--- src/rtl/sbsram_pkg.sv ---
package sbsram_pkg;

  typedef enum logic [2:0] {
    OP_IDLE,
    OP_DSEL,
    OP_START,
    OP_ADV,
    OP_HOLD
  } op_e;

  function automatic logic [1:0] beat_offset(logic [1:0] start, logic [1:0] beat, logic interleave);
    return interleave ? (start ^ beat) : (start + beat);
  endfunction

endpackage

--- src/rtl/sbsram_inreg.sv ---
module sbsram_inreg #(
  parameter int AW    = 6,
  parameter int LANES = 4,
  parameter int LW    = 9
) (
  input  logic                  clk,
  input  logic                  rst_n,
  input  logic [AW-1:0]         addr,
  input  logic                  start_cpu,
  input  logic                  start_ctl,
  input  logic                  advance,
  input  logic                  sel_a,
  input  logic                  sel_b,
  input  logic                  sel_n,
  input  logic                  wr_all,
  input  logic [LANES-1:0]      wr_lane,
  input  logic                  order_sel,
  input  logic                  two_cycle_deselect,
  input  logic [LANES*LW-1:0]   din,
  output logic [AW-1:0]         q_addr,
  output logic                  q_cpu,
  output logic                  q_ctl,
  output logic                  q_adv,
  output logic                  q_sel,
  output logic                  q_wr_any,
  output logic                  q_order,
  output logic                  q_two,
  output logic [LANES-1:0]      q_lane_en,
  output logic [LANES*LW-1:0]   q_din
);

  always_ff @(posedge clk or negedge rst_n) begin
    if (!rst_n) begin
      q_addr    <= '0;
      q_cpu     <= 1'b0;
      q_ctl     <= 1'b0;
      q_adv     <= 1'b0;
      q_sel     <= 1'b0;
      q_wr_any  <= 1'b0;
      q_order   <= 1'b0;
      q_two     <= 1'b0;
      q_lane_en <= '0;
      q_din     <= '0;
    end else begin
      q_addr    <= addr;
      q_cpu     <= start_cpu;
      q_ctl     <= start_ctl;
      q_adv     <= advance;
      q_sel     <= sel_a & sel_b & ~sel_n;
      q_wr_any  <= wr_all | (|wr_lane);
      q_order   <= order_sel;
      q_two     <= two_cycle_deselect;
      q_lane_en <= wr_all ? {LANES{1'b1}} : wr_lane;
      q_din     <= din;
    end
  end

endmodule

--- src/rtl/sbsram_burst.sv ---
module sbsram_burst
  import sbsram_pkg::*;
#(
  parameter int AW = 6
) (
  input  logic          clk,
  input  logic          rst_n,
  input  logic [AW-1:0] q_addr,
  input  logic          q_cpu,
  input  logic          q_ctl,
  input  logic          q_adv,
  input  logic          q_sel,
  input  logic          q_wr_any,
  input  logic          q_order,
  output op_e           op,
  output logic          acc_rd,
  output logic          acc_wr,
  output logic [AW-1:0] acc_addr,
  output logic [1:0]    beat_q
);

  logic          act_q, act_n;
  logic          ord_q, ord_n;
  logic [AW-1:0] base_q, base_n;
  logic [1:0]    beat_n;
  logic          acc_on;

  always_comb begin
    op = OP_IDLE;
    if (q_cpu || q_ctl) begin
      op = q_sel ? OP_START : OP_DSEL;
    end else if (act_q) begin
      op = q_adv ? OP_ADV : OP_HOLD;
    end
  end

  always_comb begin
    beat_n = beat_q;
    base_n = base_q;
    ord_n  = ord_q;
    act_n  = act_q;
    case (op)
      OP_START: begin
        beat_n = 2'd0;
        base_n = q_addr;
        ord_n  = q_order;
        act_n  = 1'b1;
      end
      OP_DSEL: act_n  = 1'b0;
      OP_ADV:  beat_n = beat_q + 2'd1;
      default: ;
    endcase
  end

  always_comb begin
    acc_on   = (op == OP_START) || (op == OP_ADV) || (op == OP_HOLD);
    acc_wr   = acc_on && q_wr_any && !((op == OP_START) && q_cpu);
    acc_rd   = acc_on && !acc_wr;
    acc_addr = {base_n[AW-1:2], beat_offset(base_n[1:0], beat_n, ord_n)};
  end

  always_ff @(posedge clk or negedge rst_n) begin
    if (!rst_n) begin
      act_q  <= 1'b0;
      ord_q  <= 1'b0;
      base_q <= '0;
      beat_q <= 2'd0;
    end else begin
      act_q  <= act_n;
      ord_q  <= ord_n;
      base_q <= base_n;
      beat_q <= beat_n;
    end
  end

endmodule

--- src/rtl/sbsram_array.sv ---
module sbsram_array #(
  parameter int AW    = 6,
  parameter int LANES = 4,
  parameter int LW    = 9
) (
  input  logic                clk,
  input  logic                rst_n,
  input  logic                acc_rd,
  input  logic                acc_wr,
  input  logic [AW-1:0]       acc_addr,
  input  logic [LANES-1:0]    lane_en,
  input  logic [LANES*LW-1:0] wdata,
  output logic [LANES*LW-1:0] rdata
);

  localparam int DEPTH = 1 << AW;

  for (genvar g = 0; g < LANES; g++) begin : g_lane
    logic [LW-1:0] mem [DEPTH];
    logic [LW-1:0] out_q;

    always_ff @(posedge clk) begin
      if (acc_wr && lane_en[g]) mem[acc_addr] <= wdata[g*LW +: LW];
    end

    always_ff @(posedge clk or negedge rst_n) begin
      if (!rst_n)      out_q <= '0;
      else if (acc_rd) out_q <= mem[acc_addr];
    end

    assign rdata[g*LW +: LW] = out_q;
  end

endmodule

--- src/rtl/sbsram_core.sv ---
module sbsram_core
  import sbsram_pkg::*;
#(
  parameter int AW    = 6,
  parameter int LANES = 4,
  parameter int LW    = 9
) (
  input  logic                clk,
  input  logic                rst_n,
  input  logic [AW-1:0]       addr,
  input  logic                start_cpu,
  input  logic                start_ctl,
  input  logic                advance,
  input  logic                sel_a,
  input  logic                sel_b,
  input  logic                sel_n,
  input  logic                wr_all,
  input  logic [LANES-1:0]    wr_lane,
  input  logic                order_sel,
  input  logic                two_cycle_deselect,
  input  logic                oe,
  input  logic [LANES*LW-1:0] din,
  output logic [LANES*LW-1:0] dout,
  output logic                dout_en
);

  localparam int DW = LANES * LW;

  logic [AW-1:0]    q_addr;
  logic             q_cpu, q_ctl, q_adv, q_sel, q_wr_any, q_order, q_two;
  logic [LANES-1:0] q_lane_en;
  logic [DW-1:0]    q_din;
  op_e              op;
  logic             acc_rd, acc_wr;
  logic [AW-1:0]    acc_addr;
  logic [1:0]       beat_q;
  logic             rd_q, tail_q;

  sbsram_inreg #(.AW(AW), .LANES(LANES), .LW(LW)) u_inreg (
    .clk(clk), .rst_n(rst_n), .addr(addr), .start_cpu(start_cpu),
    .start_ctl(start_ctl), .advance(advance), .sel_a(sel_a), .sel_b(sel_b),
    .sel_n(sel_n), .wr_all(wr_all), .wr_lane(wr_lane), .order_sel(order_sel),
    .two_cycle_deselect(two_cycle_deselect), .din(din),
    .q_addr(q_addr), .q_cpu(q_cpu), .q_ctl(q_ctl), .q_adv(q_adv), .q_sel(q_sel),
    .q_wr_any(q_wr_any), .q_order(q_order), .q_two(q_two),
    .q_lane_en(q_lane_en), .q_din(q_din)
  );

  sbsram_burst #(.AW(AW)) u_burst (
    .clk(clk), .rst_n(rst_n), .q_addr(q_addr), .q_cpu(q_cpu), .q_ctl(q_ctl),
    .q_adv(q_adv), .q_sel(q_sel), .q_wr_any(q_wr_any), .q_order(q_order),
    .op(op), .acc_rd(acc_rd), .acc_wr(acc_wr), .acc_addr(acc_addr),
    .beat_q(beat_q)
  );

  sbsram_array #(.AW(AW), .LANES(LANES), .LW(LW)) u_array (
    .clk(clk), .rst_n(rst_n), .acc_rd(acc_rd), .acc_wr(acc_wr),
    .acc_addr(acc_addr), .lane_en(q_lane_en), .wdata(q_din), .rdata(dout)
  );

  // Output drive pipeline: one flag per completed read, plus a one-cycle tail on deselect.
  always_ff @(posedge clk or negedge rst_n) begin
    if (!rst_n) begin
      rd_q   <= 1'b0;
      tail_q <= 1'b0;
    end else begin
      rd_q   <= acc_rd;
      tail_q <= q_two && (op == OP_DSEL) && rd_q;
    end
  end

  assign dout_en = oe & (rd_q | tail_q);

endmodule

--- config.mk ---
export PLATFORM = sky130hd
export DESIGN_NAME = sbsram_core
export DESIGN_NICKNAME = d
export VERILOG_FILES = /design/src/rtl/sbsram_pkg.sv /design/src/rtl/sbsram_inreg.sv /design/src/rtl/sbsram_burst.sv /design/src/rtl/sbsram_array.sv /design/src/rtl/sbsram_core.sv
export SDC_FILE = /design/constraint.sdc
export NUM_CORES = 2
export LEC_CHECK = 0
export ABC_AREA = 1
export ABC_CLOCK_PERIOD_IN_PS = 3990
export BUFFER_PORTS_ARGS = -buffer_cell sky130_fd_sc_hd__buf_2
export CORE_ASPECT_RATIO = 0.7
export CORE_MARGIN = 2
export CORE_UTILIZATION = 45
export CTS_BUF_LIST = sky130_fd_sc_hd__clkbuf_8
export DETAILED_ROUTE_END_ITERATION = 6
export GPL_ROUTABILITY_DRIVEN = 0
export PLACE_DENSITY = 0.67
export REMOVE_ABC_BUFFERS = 1
export SETUP_SLACK_MARGIN = 0.05
export SYNTH_ARGS = -nofsm -noshare
export SYNTH_HDL_FRONTEND = slang
export SYNTH_SLANG_ARGS = --single-unit
--- constraint.sdc ---
create_clock -name clk -period 3.99 [get_ports clk]
set_input_delay 0.5985 -clock clk [delete_from_list [all_inputs] [get_ports clk]]
set_output_delay 0.5985 -clock clk [all_outputs]
set_load 0.05 [all_outputs]
Yosys cells after proc, flatten, opt, wreduce, memory -nomap -nowiden
Memory sizes are Yosys's and may differ from the RTL's. A register that Yosys moved wholly into a read port is not among the register bits.
Index checks and enable logic that the tools add are counted.
Cells by class
  reductions and logical operators: 21
  bitwise operators: 7
  add/sub/neg operators: 2
  multiplexer cells: 18
  equality and inequality tests: 4
Operator list (number)
  $logic_and 1x1->1: 10
  $mux 1: 9
  $mux 3: 3
  $eq 3x2->1 const B: 2
  $logic_not 1->1: 6
  $mux 6: 1
  $mux 2: 2
  $mux 4: 1
  $pmux 2 s2: 1
  $reduce_or 4->1: 1
  $and 1x1->1: 3
  $eq 3x1->1 const B: 1
  $eq 3x3->1 const B: 1
  $logic_or 1x1->1: 3
  $add 2x1->2 const B: 1
  $add 2x2->2: 1
  $or 1x1->1: 2
  $pmux 1 s2: 1
  $reduce_bool 2->1: 1
  $xor 2x2->2: 1
  $not 1->1: 1
Storage, ports and cells
  flip-flop bits (word level): 65
  word-level logic and storage cells: 72
  bits in writable memories: 2304
  memories kept: 4
Memory list
  u_array.g_lane[0].mem: depth 64, width 9, rd ports 1, clocked after memory_dff 1, wr ports 1, line sbsram_array.sv:19  | logic [LW-1:0] mem [DEPTH];
  u_array.g_lane[1].mem: depth 64, width 9, rd ports 1, clocked after memory_dff 1, wr ports 1, line sbsram_array.sv:19
  u_array.g_lane[2].mem: depth 64, width 9, rd ports 1, clocked after memory_dff 1, wr ports 1, line sbsram_array.sv:19
  u_array.g_lane[3].mem: depth 64, width 9, rd ports 1, clocked after memory_dff 1, wr ports 1, line sbsram_array.sv:19

Longest topological paths before layout
  depth in word-level cells: 11
  mapped depth: 24
  mapped depth without buffers: 23

By module
A second synthesis with hierarchy kept.
Unflattened totals
  cell total of the unflattened synthesis: 10055
  area total of the unflattened synthesis: 101207.1 um^2
Modules (own cells, without submodules)
  sbsram_array: seq. area each 70087.2 um^2, area each 99128.8 um^2, cells an instance 9903, instances 1
  sbsram_inreg: seq. area each 1326.3 um^2, area each 1372.6 um^2, cells an instance 63, instances 1
  sbsram_burst: seq. area each 250.2 um^2, area each 628.1 um^2, cells an instance 81, instances 1
  sbsram_core: seq. area each 50.0 um^2, area each 77.6 um^2, cells an instance 8, instances 1

Worst setup path after synthesis
Ideal clock, no wire load.
  path type: register to register
  from: register u_inreg.q_cpu
  to: memory u_array.g_lane[0].mem[15][0], enable pin
  cell stages (with the launch flop): 16
  required time: 3616 ps
  library setup time: 374 ps
  data arrival time: 2897 ps
  setup slack: 718 ps
  cell sequence: dfrtp_1 -> inv_2 -> nand2_1 -> nor2_1 -> nand2_1 -> o21ai_0 -> a21oi_1 -> ha_1 -> buf_2 -> inv_2 -> clkbuf_1 -> clkbuf_1 -> buf_2 -> nor3_4 -> nand2_1 -> nor2_1
Between the ends
  elaborated cells on any way between the ends: 20
RTL lines
  start: declaration: line sbsram_inreg.sv:21  | output logic q_cpu,
  start signal: assignment: line sbsram_inreg.sv:46  | q_cpu <= start_cpu;
  $logic_or 1x1->1 (*): line sbsram_burst.sv:30  | if (q_cpu || q_ctl) begin
  $mux 3 (*): line sbsram_burst.sv:30
  $eq 3x2->1: line sbsram_burst.sv:42  | case (op)
  $pmux 2 s2 (*): line sbsram_burst.sv:42
  net u_burst.beat_n[0]: line sbsram_burst.sv:25  | logic [1:0] beat_n;
  $add 2x2->2 / $xor 2x2->2 (equally long branches): line sbsram_pkg.sv:12  | return interleave ? (start ^ beat) : (start + beat);
  $mux 2 (*): line sbsram_pkg.sv:12
  end: declaration: line sbsram_array.sv:19
The timed path passes the listed nets; every way through them passes the cells marked *.

Worst setup path in the final report
  from: register u_inreg.q_cpu
  to: memory u_array.g_lane[0].mem[6][8], enable pin
Same word-level chain as after synthesis.

==> results.yml <==
synthesis:
  synth_compound_area_share_pct: 0.584
  yosys.area_share.simple_pct: 25.2
  synth_xor_area_share_pct: 0
  synth_cell_type_count: 33
  synth_top_family_by_area: "simple AND/OR/NAND/NOR gates"
  synth_area_leader_cell: "edfxtp_1"
  ys_top_cells_by_count: "nand2_1 (5679), edfxtp_1 (2304), nand3_1 (479)"
  yosys_most_used_dff: "edfxtp_1"
  async_reset_ff_share_pct: 4.20
  yosysSeqAreaShare_pct: 70.7
  synthAdderAreaFrac_pct: 0.0123
  synth-edff-count: 2304
  synth_area_um2: 101000
  yosysWarnings: 0
  synth_top_area_share_pct: 68.2
  avgSynthCellArea_um2: 10.3
  synthMuxAreaShare_pct: 0.918
  ys_top_cells_by_area: "edfxtp_1 (68%), nand2_1 (21%), dfrtp_1 (2.5%)"
  syn_inst: 9803
  ys_seq_elements: 2405
  synth_most_common_cell: "nand2_1"
critical_path:
  reg2reg_slack_ps: 110
  rr_worst_depth: 17
  cp-start-kind: "register"
  arrival_ps: 4510
  cp-end-kind: "register"
  crit_type: "register to register"
  required_ps: 4620
  critPathLaunch: "u_inreg.q_cpu"
  worstReg2RegStart: "u_inreg.q_cpu"
  worstPathMaxFanout: 9
  r2r_end: "u_array.g_lane[0].mem[6][8]"
placed_design:
  portBuffers: 94
  hpwl_um: 183000
  placed_area_um2: 108000
  dp.cells: 12900
timing:
  period_needed_ps: 3880
  clock.fmax_mhz: 258
  drv_slew: 0
  clock_skew_ps: 75.4
  tightest_slew_ps: 1220
  fin_crit_sh_pct: 97.2
  setup_viol: 0
  hold_viol: 0
  rsz0062_at_grt: "true"
  slew_headroom_pct: 18.9
  whs_ps: 196
outcome:
  violations: "DRC"
  status: "complete, but fails checks"
worst_hold_path:
  hp-class: "input pin to async pin"
cells_and_area:
  fin_cells: 13600
  area_growth_pct: 14.3
  final_util_pct: 51.8
  fin_area_um2: 116000
  drive_gt1_share_pct: 11.7
  nets: 10300
detailed_routing:
  num_vias: 72600
  drtIter0Drc: 10200
  wl_per_cell_um: 21.7
  postRouteAntennaNets: 0
  drt-vias-per-instance: 5.34
  drtPass1Iterations: 7
  drc_errors: 1
  routed_wl_um: 295000
job:
  maxCapViolCount: 0
grt:
  gr-usage-all-layers_pct: 25.0
  grt_pass1_vias: 68300
  grt_max_degree: 146
  grt_pass1_wl_um: 432000
  grt_overflow: 0
  antenna_found_initial: 12
floorplanning:
  num_rows: 145
  die_w_um: 571
  dieHeight_um: 401
  ios: 95
  start_util_pct: 45.4
  core_area_um2: 224000
  die_area_um2: 229000
cts:
  cts_inserted_buffers: 360
  clk_latency_ps: 990
  clk_path_buf_depth: 4
  clockRootBuffer: "clkbuf_8"
  clkTransAtPathRegs_ps: 70
  h-tree-depth: 5
  clock_sinks: 2405
  cts_tree: "yes"
pwr:
  ir_worst_vdd_mv: 0.437
  power_leakage_nw: 48.1
  p_per_area_nw_per_um2: 534
  power_mw: 61.9
-- cell usage in the layout (no fill, tap or decap), types with 13 or more instances in the layout --
cell,count
clkbuf_8,390
dlygate4sd3_1,58
nor2_2,15
nand2_1,5651
nor2_1,320
nor3_4,16
dfrtp_2,36
inv_1,191
buf_12,47
dfrtp_1,65
or2_2,38
buf_4,444
buf_2,93
o21ai_0,89
nand2_2,29
clkinv_2,39
mux2i_1,93
nand3_1,475
edfxtp_1,2304
clkinv_1,67
bufinv_16,13
-- logic make-up (layout without fill, tap and decap cells) --
logic type | after synthesis | in the layout
compound gates | 111 | 111
other cells | 0 | 5
fa+ha+maj | 1 | 1
buf+inv | 630 | 1398
simple gates | 6563 | 6565
flops | 2405 | 2405
mux | 93 | 93
-- registers in the layout, summed over array words and instances, names as in the netlist, 2 cells and up --
name	flops
u_inreg.q_din	36
u_burst.beat_q	2
u_array.g_lane.out_q	36
u_inreg.q_addr	6
u_burst.base_q	6
u_array.g_lane.mem	2304
u_inreg.q_lane_en	4
-- where the power goes --
part,internal [mW],switching [mW]
Combinational,4.00,9.99
Clock,9.88,9.68
Sequential,27.9,0.432
-- critical path, stage by stage, from the launching register on --
cell     delay [ps]
dfrtp_1         450
inv_2            80
nand2_1         120
nor2_2          160
nand2_1         110
o21ai_1         180
a21oi_2          80
ha_4            170
nand3_1         100
nand2_2          80
nand2_1         180
nand2_8         150
nand2_8         200
inv_2           160
nor3_4          370
nand2_1         430
nor2_1          250
buf_4           240
-- per-stage QoR --
step           worst slack [ps]  setup TNS [ps]
4_1_cts                    23.2               0
3_3_place_gp               -206          -16320
5_1_grt                    33.6               0
6_report                    113               0
3_5_place_dp               -137           -6730
2_1_floorplan            -68010               -
-- how the worst max path moves through the flow --
stage	to	slack (ps)	cells after the start
5_1_grt	u_array.g_lane[0].mem[6][3]	30	17
3_3_place_gp	u_array.g_lane[0].mem[63][6]	-210	17
2_1_floorplan	u_array.g_lane[0].mem[13][0]	-68010	11
6_report	u_array.g_lane[0].mem[6][8]	110	17
4_1_cts	u_array.g_lane[1].mem[11][1]	20	17
3_5_place_dp	u_array.g_lane[0].mem[63][3]	-140	17
-- area by class of cell --
class | count | area (um2)
fill | 19500 | 108000
sequential | 2405 | 71800
multi-input combinational | 6770 | 27400
timing repair buffer | 666 | 5790
clock buffer | 390 | 5370
tap | 3013 | 3770
clock inverter | 260 | 1480
inverter | 82 | 332
antenna | 5 | 12.5
-- layer usage --
layer / up-vias / share of wire (%) / GRT usage (%)
li1: 33200 / - / -
met1: 34600 / 42 / 37.7
met2: 4323 / 41 / 34.9
met3: 504 / 14 / 7.42
met4: 11 / 2.7 / 6.95
met5: - / 0.079 / 0
-- timing repair --
| item | in CTS | in global routing |
|---|---|---|
| gates resized for setup | 9 | 65 |
| pin swaps | 0 | 7 |
| setup endpoints to repair | 198 | 1557 |
| hold buffers | 58 | 0 |
| cloned | 0 | 7 |
| setup buffers | 0 | 17 |
| endpoints found under the hold margin | 103 | 0 |
Power figures use the tool's default switching activity.
